`src/rtl/prr_pkg.sv`:
```
package prr_pkg;

    localparam int unsigned PRR_DEF_PORTS  = 4;
    localparam int unsigned PRR_DEF_LEVELS = 4;

    typedef enum logic [0:0] {
        SCH_IDLE = 1'b0,
        SCH_RUN  = 1'b1
    } sched_state_e;

    function automatic int unsigned idx_width(input int unsigned n);
        return (n > 1) ? $clog2(n) : 1;
    endfunction

endpackage

```
`src/rtl/prr_req_level.sv`:
```
module prr_req_level #(
    parameter int unsigned N  = 4,
    parameter int unsigned L  = 4,
    parameter int unsigned LW = 2
) (
    input  logic [N*N*L-1:0]          occ,
    output logic [N*N-1:0]            req_v,
    output logic [N*N-1:0][LW-1:0]    req_lvl
);
    localparam int unsigned NP = N * N;

    always_comb begin
        for (int p = 0; p < NP; p++) begin
            req_v[p]   = |occ[p*L +: L];
            req_lvl[p] = '0;
            for (int l = 0; l < L; l++) begin
                if (occ[p*L + l]) begin
                    req_lvl[p] = LW'(l);
                end
            end
        end
    end
endmodule

```
`src/rtl/prr_lvl_rr_arb.sv`:
```
module prr_lvl_rr_arb #(
    parameter int unsigned N  = 4,
    parameter int unsigned L  = 4,
    parameter int unsigned LW = 2,
    parameter int unsigned IW = 2
) (
    input  logic                    clk,
    input  logic                    rst,
    input  logic [N-1:0]            cand,
    input  logic [N-1:0][LW-1:0]    cand_lvl,
    input  logic                    upd_en,
    input  logic [IW-1:0]           upd_idx,
    input  logic [LW-1:0]           upd_lvl,
    output logic                    win_v,
    output logic [IW-1:0]           win_idx,
    output logic [LW-1:0]           win_lvl
);
    logic [L-1:0][IW-1:0] ptr_q;
    logic [LW-1:0]        top_lvl;
    logic [IW-1:0]        start_ptr;
    int                   pos;

    // class selection first, then the pointer of that class
    always_comb begin
        top_lvl = '0;
        for (int k = 0; k < N; k++) begin
            if (cand[k] && (cand_lvl[k] > top_lvl)) begin
                top_lvl = cand_lvl[k];
            end
        end
        start_ptr = ptr_q[top_lvl];
        win_v     = 1'b0;
        win_idx   = '0;
        pos       = 0;
        for (int k = 0; k < N; k++) begin
            pos = (int'(start_ptr) + k) % N;
            if (!win_v && cand[pos] && (cand_lvl[pos] == top_lvl)) begin
                win_v   = 1'b1;
                win_idx = IW'(pos);
            end
        end
        win_lvl = top_lvl;
    end

    always_ff @(posedge clk) begin
        if (rst) begin
            ptr_q <= '0;
        end else if (upd_en) begin
            ptr_q[upd_lvl] <= (upd_idx == IW'(N - 1)) ? '0 : upd_idx + 1'b1;
        end
    end
endmodule

```
`src/rtl/prr_sched.sv`:
```
module prr_sched
    import prr_pkg::*;
#(
    parameter int unsigned N     = PRR_DEF_PORTS,
    parameter int unsigned L     = PRR_DEF_LEVELS,
    parameter int unsigned ITERS = PRR_DEF_PORTS,
    parameter int unsigned LW    = idx_width(L)
) (
    input  logic                 clk,
    input  logic                 rst,
    input  logic                 start_i,
    input  logic [N*N*L-1:0]     occ_i,
    output logic                 busy_o,
    output logic                 done_o,
    output logic [N*N-1:0]       match_o,
    output logic [N*N*LW-1:0]    match_lvl_o
);
    localparam int unsigned IW   = idx_width(N);
    localparam int unsigned IT_W = idx_width(ITERS);

    sched_state_e                  state_q;
    logic [IT_W-1:0]               iter_q;
    logic                          done_q;
    logic [N*N*L-1:0]              occ_q;
    logic [N-1:0][N-1:0]           match_q;
    logic [N-1:0][N-1:0][LW-1:0]   mlvl_q;

    // first-iteration pointer updates, per output and per input
    logic [N-1:0]                  gupd_v_q,   aupd_v_q;
    logic [N-1:0][IW-1:0]          gupd_idx_q, aupd_idx_q;
    logic [N-1:0][LW-1:0]          gupd_lvl_q, aupd_lvl_q;

    logic [N*N-1:0]                req_v;
    logic [N*N-1:0][LW-1:0]        req_lvl;
    logic [N-1:0]                  in_busy, out_busy;

    logic [N-1:0][N-1:0]           g_cand;     // [output][input]
    logic [N-1:0][N-1:0][LW-1:0]   g_cand_lvl;
    logic [N-1:0]                  g_v;
    logic [N-1:0][IW-1:0]          g_idx;
    logic [N-1:0][LW-1:0]          g_lvl;

    logic [N-1:0][N-1:0]           a_cand;     // [input][output]
    logic [N-1:0][N-1:0][LW-1:0]   a_cand_lvl;
    logic [N-1:0]                  a_v;
    logic [N-1:0][IW-1:0]          a_idx;
    logic [N-1:0][LW-1:0]          a_lvl;

    prr_req_level #(.N(N), .L(L), .LW(LW)) u_req (
        .occ     (occ_q),
        .req_v   (req_v),
        .req_lvl (req_lvl)
    );

    always_comb begin
        for (int i = 0; i < N; i++) begin
            in_busy[i] = |match_q[i];
        end
        for (int j = 0; j < N; j++) begin
            out_busy[j] = 1'b0;
            for (int i = 0; i < N; i++) begin
                out_busy[j] = out_busy[j] | match_q[i][j];
            end
        end
    end

    // grant stage inputs
    always_comb begin
        for (int j = 0; j < N; j++) begin
            for (int i = 0; i < N; i++) begin
                g_cand[j][i]     = req_v[i*N + j] && !in_busy[i] && !out_busy[j];
                g_cand_lvl[j][i] = req_lvl[i*N + j];
            end
        end
    end

    generate
        for (genvar gj = 0; gj < N; gj++) begin : g_out_arb
            prr_lvl_rr_arb #(.N(N), .L(L), .LW(LW), .IW(IW)) u_garb (
                .clk      (clk),
                .rst      (rst),
                .cand     (g_cand[gj]),
                .cand_lvl (g_cand_lvl[gj]),
                .upd_en   (done_q && gupd_v_q[gj]),
                .upd_idx  (gupd_idx_q[gj]),
                .upd_lvl  (gupd_lvl_q[gj]),
                .win_v    (g_v[gj]),
                .win_idx  (g_idx[gj]),
                .win_lvl  (g_lvl[gj])
            );
        end
    endgenerate

    // accept stage inputs: grants addressed to each input
    always_comb begin
        for (int i = 0; i < N; i++) begin
            for (int j = 0; j < N; j++) begin
                a_cand[i][j]     = g_v[j] && (g_idx[j] == IW'(i));
                a_cand_lvl[i][j] = g_lvl[j];
            end
        end
    end

    generate
        for (genvar gi = 0; gi < N; gi++) begin : g_in_arb
            prr_lvl_rr_arb #(.N(N), .L(L), .LW(LW), .IW(IW)) u_aarb (
                .clk      (clk),
                .rst      (rst),
                .cand     (a_cand[gi]),
                .cand_lvl (a_cand_lvl[gi]),
                .upd_en   (done_q && aupd_v_q[gi]),
                .upd_idx  (aupd_idx_q[gi]),
                .upd_lvl  (aupd_lvl_q[gi]),
                .win_v    (a_v[gi]),
                .win_idx  (a_idx[gi]),
                .win_lvl  (a_lvl[gi])
            );
        end
    endgenerate

    always_ff @(posedge clk) begin
        if (rst) begin
            state_q    <= SCH_IDLE;
            iter_q     <= '0;
            done_q     <= 1'b0;
            occ_q      <= '0;
            match_q    <= '0;
            mlvl_q     <= '0;
            gupd_v_q   <= '0;
            gupd_idx_q <= '0;
            gupd_lvl_q <= '0;
            aupd_v_q   <= '0;
            aupd_idx_q <= '0;
            aupd_lvl_q <= '0;
        end else begin
            done_q <= 1'b0;
            case (state_q)
                SCH_IDLE: begin
                    if (start_i) begin
                        occ_q    <= occ_i;
                        match_q  <= '0;
                        mlvl_q   <= '0;
                        iter_q   <= '0;
                        gupd_v_q <= '0;
                        aupd_v_q <= '0;
                        state_q  <= SCH_RUN;
                    end
                end
                SCH_RUN: begin
                    for (int i = 0; i < N; i++) begin
                        if (a_v[i]) begin
                            match_q[i][a_idx[i]] <= 1'b1;
                            mlvl_q[i][a_idx[i]]  <= a_lvl[i];
                            if (iter_q == '0) begin
                                aupd_v_q[i]          <= 1'b1;
                                aupd_idx_q[i]        <= a_idx[i];
                                aupd_lvl_q[i]        <= a_lvl[i];
                                gupd_v_q[a_idx[i]]   <= 1'b1;
                                gupd_idx_q[a_idx[i]] <= IW'(i);
                                gupd_lvl_q[a_idx[i]] <= a_lvl[i];
                            end
                        end
                    end
                    if (iter_q == IT_W'(ITERS - 1)) begin
                        state_q <= SCH_IDLE;
                        done_q  <= 1'b1;
                    end else begin
                        iter_q <= iter_q + 1'b1;
                    end
                end
                default: state_q <= SCH_IDLE;
            endcase
        end
    end

    assign busy_o      = (state_q == SCH_RUN);
    assign done_o      = done_q;
    assign match_o     = match_q;
    assign match_lvl_o = mlvl_q;

endmodule

```
`config.mk`:
```
export PLATFORM = sky130hd
export DESIGN_NAME = prr_sched
export DESIGN_NICKNAME = d
export VERILOG_FILES = /design/src/rtl/prr_pkg.sv /design/src/rtl/prr_req_level.sv /design/src/rtl/prr_lvl_rr_arb.sv /design/src/rtl/prr_sched.sv
export SDC_FILE = /design/constraint.sdc
export NUM_CORES = 1
export LEC_CHECK = 0
export ABC_AREA = 1
export CELL_PAD_IN_SITES_DETAIL_PLACEMENT = 1
export CELL_PAD_IN_SITES_GLOBAL_PLACEMENT = 1
export CORE_ASPECT_RATIO = 0.75
export CORE_MARGIN = 2
export CORE_UTILIZATION = 45
export DETAILED_ROUTE_END_ITERATION = 16
export DONT_BUFFER_PORTS = 1
export HOLD_SLACK_MARGIN = 0.02
export MAX_ROUTING_LAYER = met4
export PLACE_DENSITY_LB_ADDON = 0.2
export REMOVE_ABC_BUFFERS = 1
export SLEW_MARGIN = 5
export SYNTH_ARGS = -nofsm -noshare
export SYNTH_HDL_FRONTEND = slang
export SYNTH_HIERARCHICAL = 1
export SYNTH_SLANG_ARGS = --single-unit
export TNS_END_PERCENT = 30
```
`constraint.sdc`:
```
create_clock -name clk -period 16.2 [get_ports clk]
set_input_delay 1.62 -clock clk [delete_from_list [all_inputs] [get_ports clk]]
set_output_delay 1.62 -clock clk [all_outputs]
set_load 0.05 [all_outputs]
```
==> run summary <==
Synth area leaders = dfxtp_1 23%, nand2_1 19%, nand3_1 10%
fraction of layout cells with a size suffix above 1 = 12.3%
Critical Path Sink = gupd_lvl_q[5]$_SDFFE_PP0P_
Crit path top cell by count = nand2_1
clock-pin slew on the worst setup and hold paths = 60 ps
fmax = 0.0697 GHz
Worst Tran Pin Value = 1250 ps
clock tree buffer depth = 3
Reg-to-Reg Start = match_o[0]$_SDFFE_PP0P_
Netlist cell types = 32
grt ovf = 0
crit path time final = 14350 ps
worst reg2reg setup slack = 1850 ps
average cell area after synthesis = 5.97 µm²
Final Hold Viols = 0
nets = 3257
CTS-repair resized insts = 0
top-count cell post-synth = nand2_1
Yosys warning count = 6
dominant synthesized flop cell = dfxtp_1
CP max-delay cell = nor3_1
CP Launch Point = match_o[0]$_SDFFE_PP0P_
Hold-fix buffers, CTS = 0
Synth top cells by count = 951 x nand2_1, 421 x inv_1, 396 x nand3_1, 255 x nor2_1, 220 x dfxtp_1
Via density = 5.52
std cell rows = 65
drt initial violations = 1248
Slew Limit Fails = 0
Inst Count DP = 3681
diodes inserted = 0
Tot GR Track Use = 32.2%
EDFF count, synth = 0
worst r2r dst = gupd_lvl_q[5]$_SDFFE_PP0P_
max-cap violations = 0
R2R depth = 78
die width = 241 µm
worst endpoint required time = 16700 ps
die area = 43700 µm²
sequential share of the synthesized area = 23.3%
DRC Markers = 0
Critical Path Sink Type = flip-flop
first-pass GRT wire length = 110000 µm
Root Driver = clkbuf_16
Routed wire per std cell = 18.5 µm
Async SR Flop Fraction = 0%
Post-Synthesis Cells = 3169
synthesized area = 18900 µm²
Final HPWL DP = 52700 µm
htree depth = 1
IO Pins = 117
period utilization = 88.5%
DRT antenna net count = 0
setup TNS = 0 ps
GP Congestion = 0.940
Die Y = 182 µm
Worst-Skew Late Latency = 570 ps
worst-path maximum fanout = 26
crit start category = flip-flop
status = completed
largest net degree at the start of global routing = 78
share of the synthesized area in the top cell type = 23.3%
Final Setup Violations = 0
core area = 41700 µm²
final wirelength = 69100 µm
Setup Fix Bufs, Post-CTS = 0
Hold Crit Start = aupd_v_q[0]$_SDFFE_PP0P_
Worst Path Arrival = 14840 ps
Rel. slew slack = 15.7%
Initial Utilization = 45.3%
HP Class = flip-flop to flip-flop
Final Instance Count excl. Fillers = 3728
Vias = 20600
# port buffers = 0
unrepaired setup endpoints after global routing = no
CP Class = flip-flop to flip-flop
max incr delay on CP = 990 ps
number of buffers created by CTS = 26
initial antenna violation count = 0
Final Skew = 16.9 ps
Layout area overhead = 6.45%
CTS tree = built
number of global-route vias before repair = 20600
leading area contributor after synthesis = dfxtp_1
Num Clock Sinks = 220
synthesized flop and latch total = 220
drt pass-1 iters = 5
[layer usage]
metal  vias up  global-route usage [%]  share of wire, %
li1      10100                       -                 -
met1      9974                    41.8                46
met2       415                    51.1                45
met3       119                    5.47               5.7
met4         0                    9.52               3.1
met5         -                       -                 0
[registers in the layout, indices dropped and copies added, names as in the netlist]
name                    cells
busy_o                      1
done_o                      1
aupd_lvl_q                  8
match_o                    16
aupd_v_q                    4
gupd_lvl_q                  8
g_in_arb.u_aarb/ptr_q      32
occ_q                      64
match_lvl_o                32
aupd_idx_q                  8
gupd_v_q                    4
gupd_idx_q                  8
g_out_arb.u_garb/ptr_q     32
iter_q                      2
[per-stage QoR]
step | hold slack, ps | utilization, % | area, µm² | worst slack (ps)
4_1_cts | 468 | 48.2 | 20100 | 2250
2_1_floorplan | 437 | - | 18400 | 5500
5_1_grt | 496 | 48.2 | 20100 | 845
3_5_place_dp | 458 | 46.1 | 19200 | 2370
3_3_place_gp | 449 | 46.1 | 19200 | 3090
6_report | 471 | 48.2 | 20100 | 1850
[cell type report]
cell class                      instances  area, µm²
Fill cell                            5909      21600
Multi-Input combinational cell       2431      12300
Sequential cell                       220       4410
Inverter                              450       1700
Clock buffer                           36        769
Tap cell                              569        712
Clock inverter                         11        136
Timing Repair Buffer                   11       82.6
[logic make-up after synthesis]
group / share of synthesized area (%)
simple gates: 50.6
buf+inv: 11.6
compound gates: 10.9
flops: 23.3
fa+ha+maj: 3.31
xor+xnor: 0.371
[placed cells by master (no fill, tap or decap), drive strengths merged]
cell | netlist | final
nand2 | 1122 | 1122
nand3 | 452 | 452
inv | 449 | 449
nor2 | 296 | 296
dfxtp | 220 | 220
o21ai | 197 | 197
a21oi | 184 | 184
ha | 50 | 50
nor3 | 48 | 48
clkbuf | 21 | 36
nand3b | 32 | 32
nand4 | 26 | 26
nor3b | 16 | 16
buf | 47 | 11
xor2 | 8 | 8
clkinv | 0 | 7
bufinv | 1 | 4
clkinvlp | 0 | 1
[critical path: cells and delay by family (launching register included)]
kind / cells / cell delay [ps]
AO/OA/AOI/OAI: 9 / 1910
flip-flops: 1 / 540
buffers and inverters: 12 / 2210
adder cells (fa/ha/maj): 5 / 1490
AND/OR/NAND/NOR: 52 / 8120
[worst min-delay path by stage]
| stage | to | slack (ps) | cells past startpoint |
|---|---|---|---|
| 6_report | aupd_v_q[0]$_SDFFE_PP0P_ | 470 | 2 |
| 5_1_grt | aupd_v_q[0]$_SDFFE_PP0P_ | 500 | 2 |
| 4_1_cts | aupd_v_q[0]$_SDFFE_PP0P_ | 470 | 2 |
| 3_5_place_dp | aupd_v_q[3]$_SDFFE_PP0P_ | 460 | 2 |
| 3_3_place_gp | aupd_v_q[0]$_SDFFE_PP0P_ | 450 | 2 |
| 2_1_floorplan | gupd_idx_q[3]$_SDFFE_PP0P_ | 440 | 2 |
Power is not shown: default switching activity piles up to over one toggle a cycle in this logic, so the estimate is an artifact.
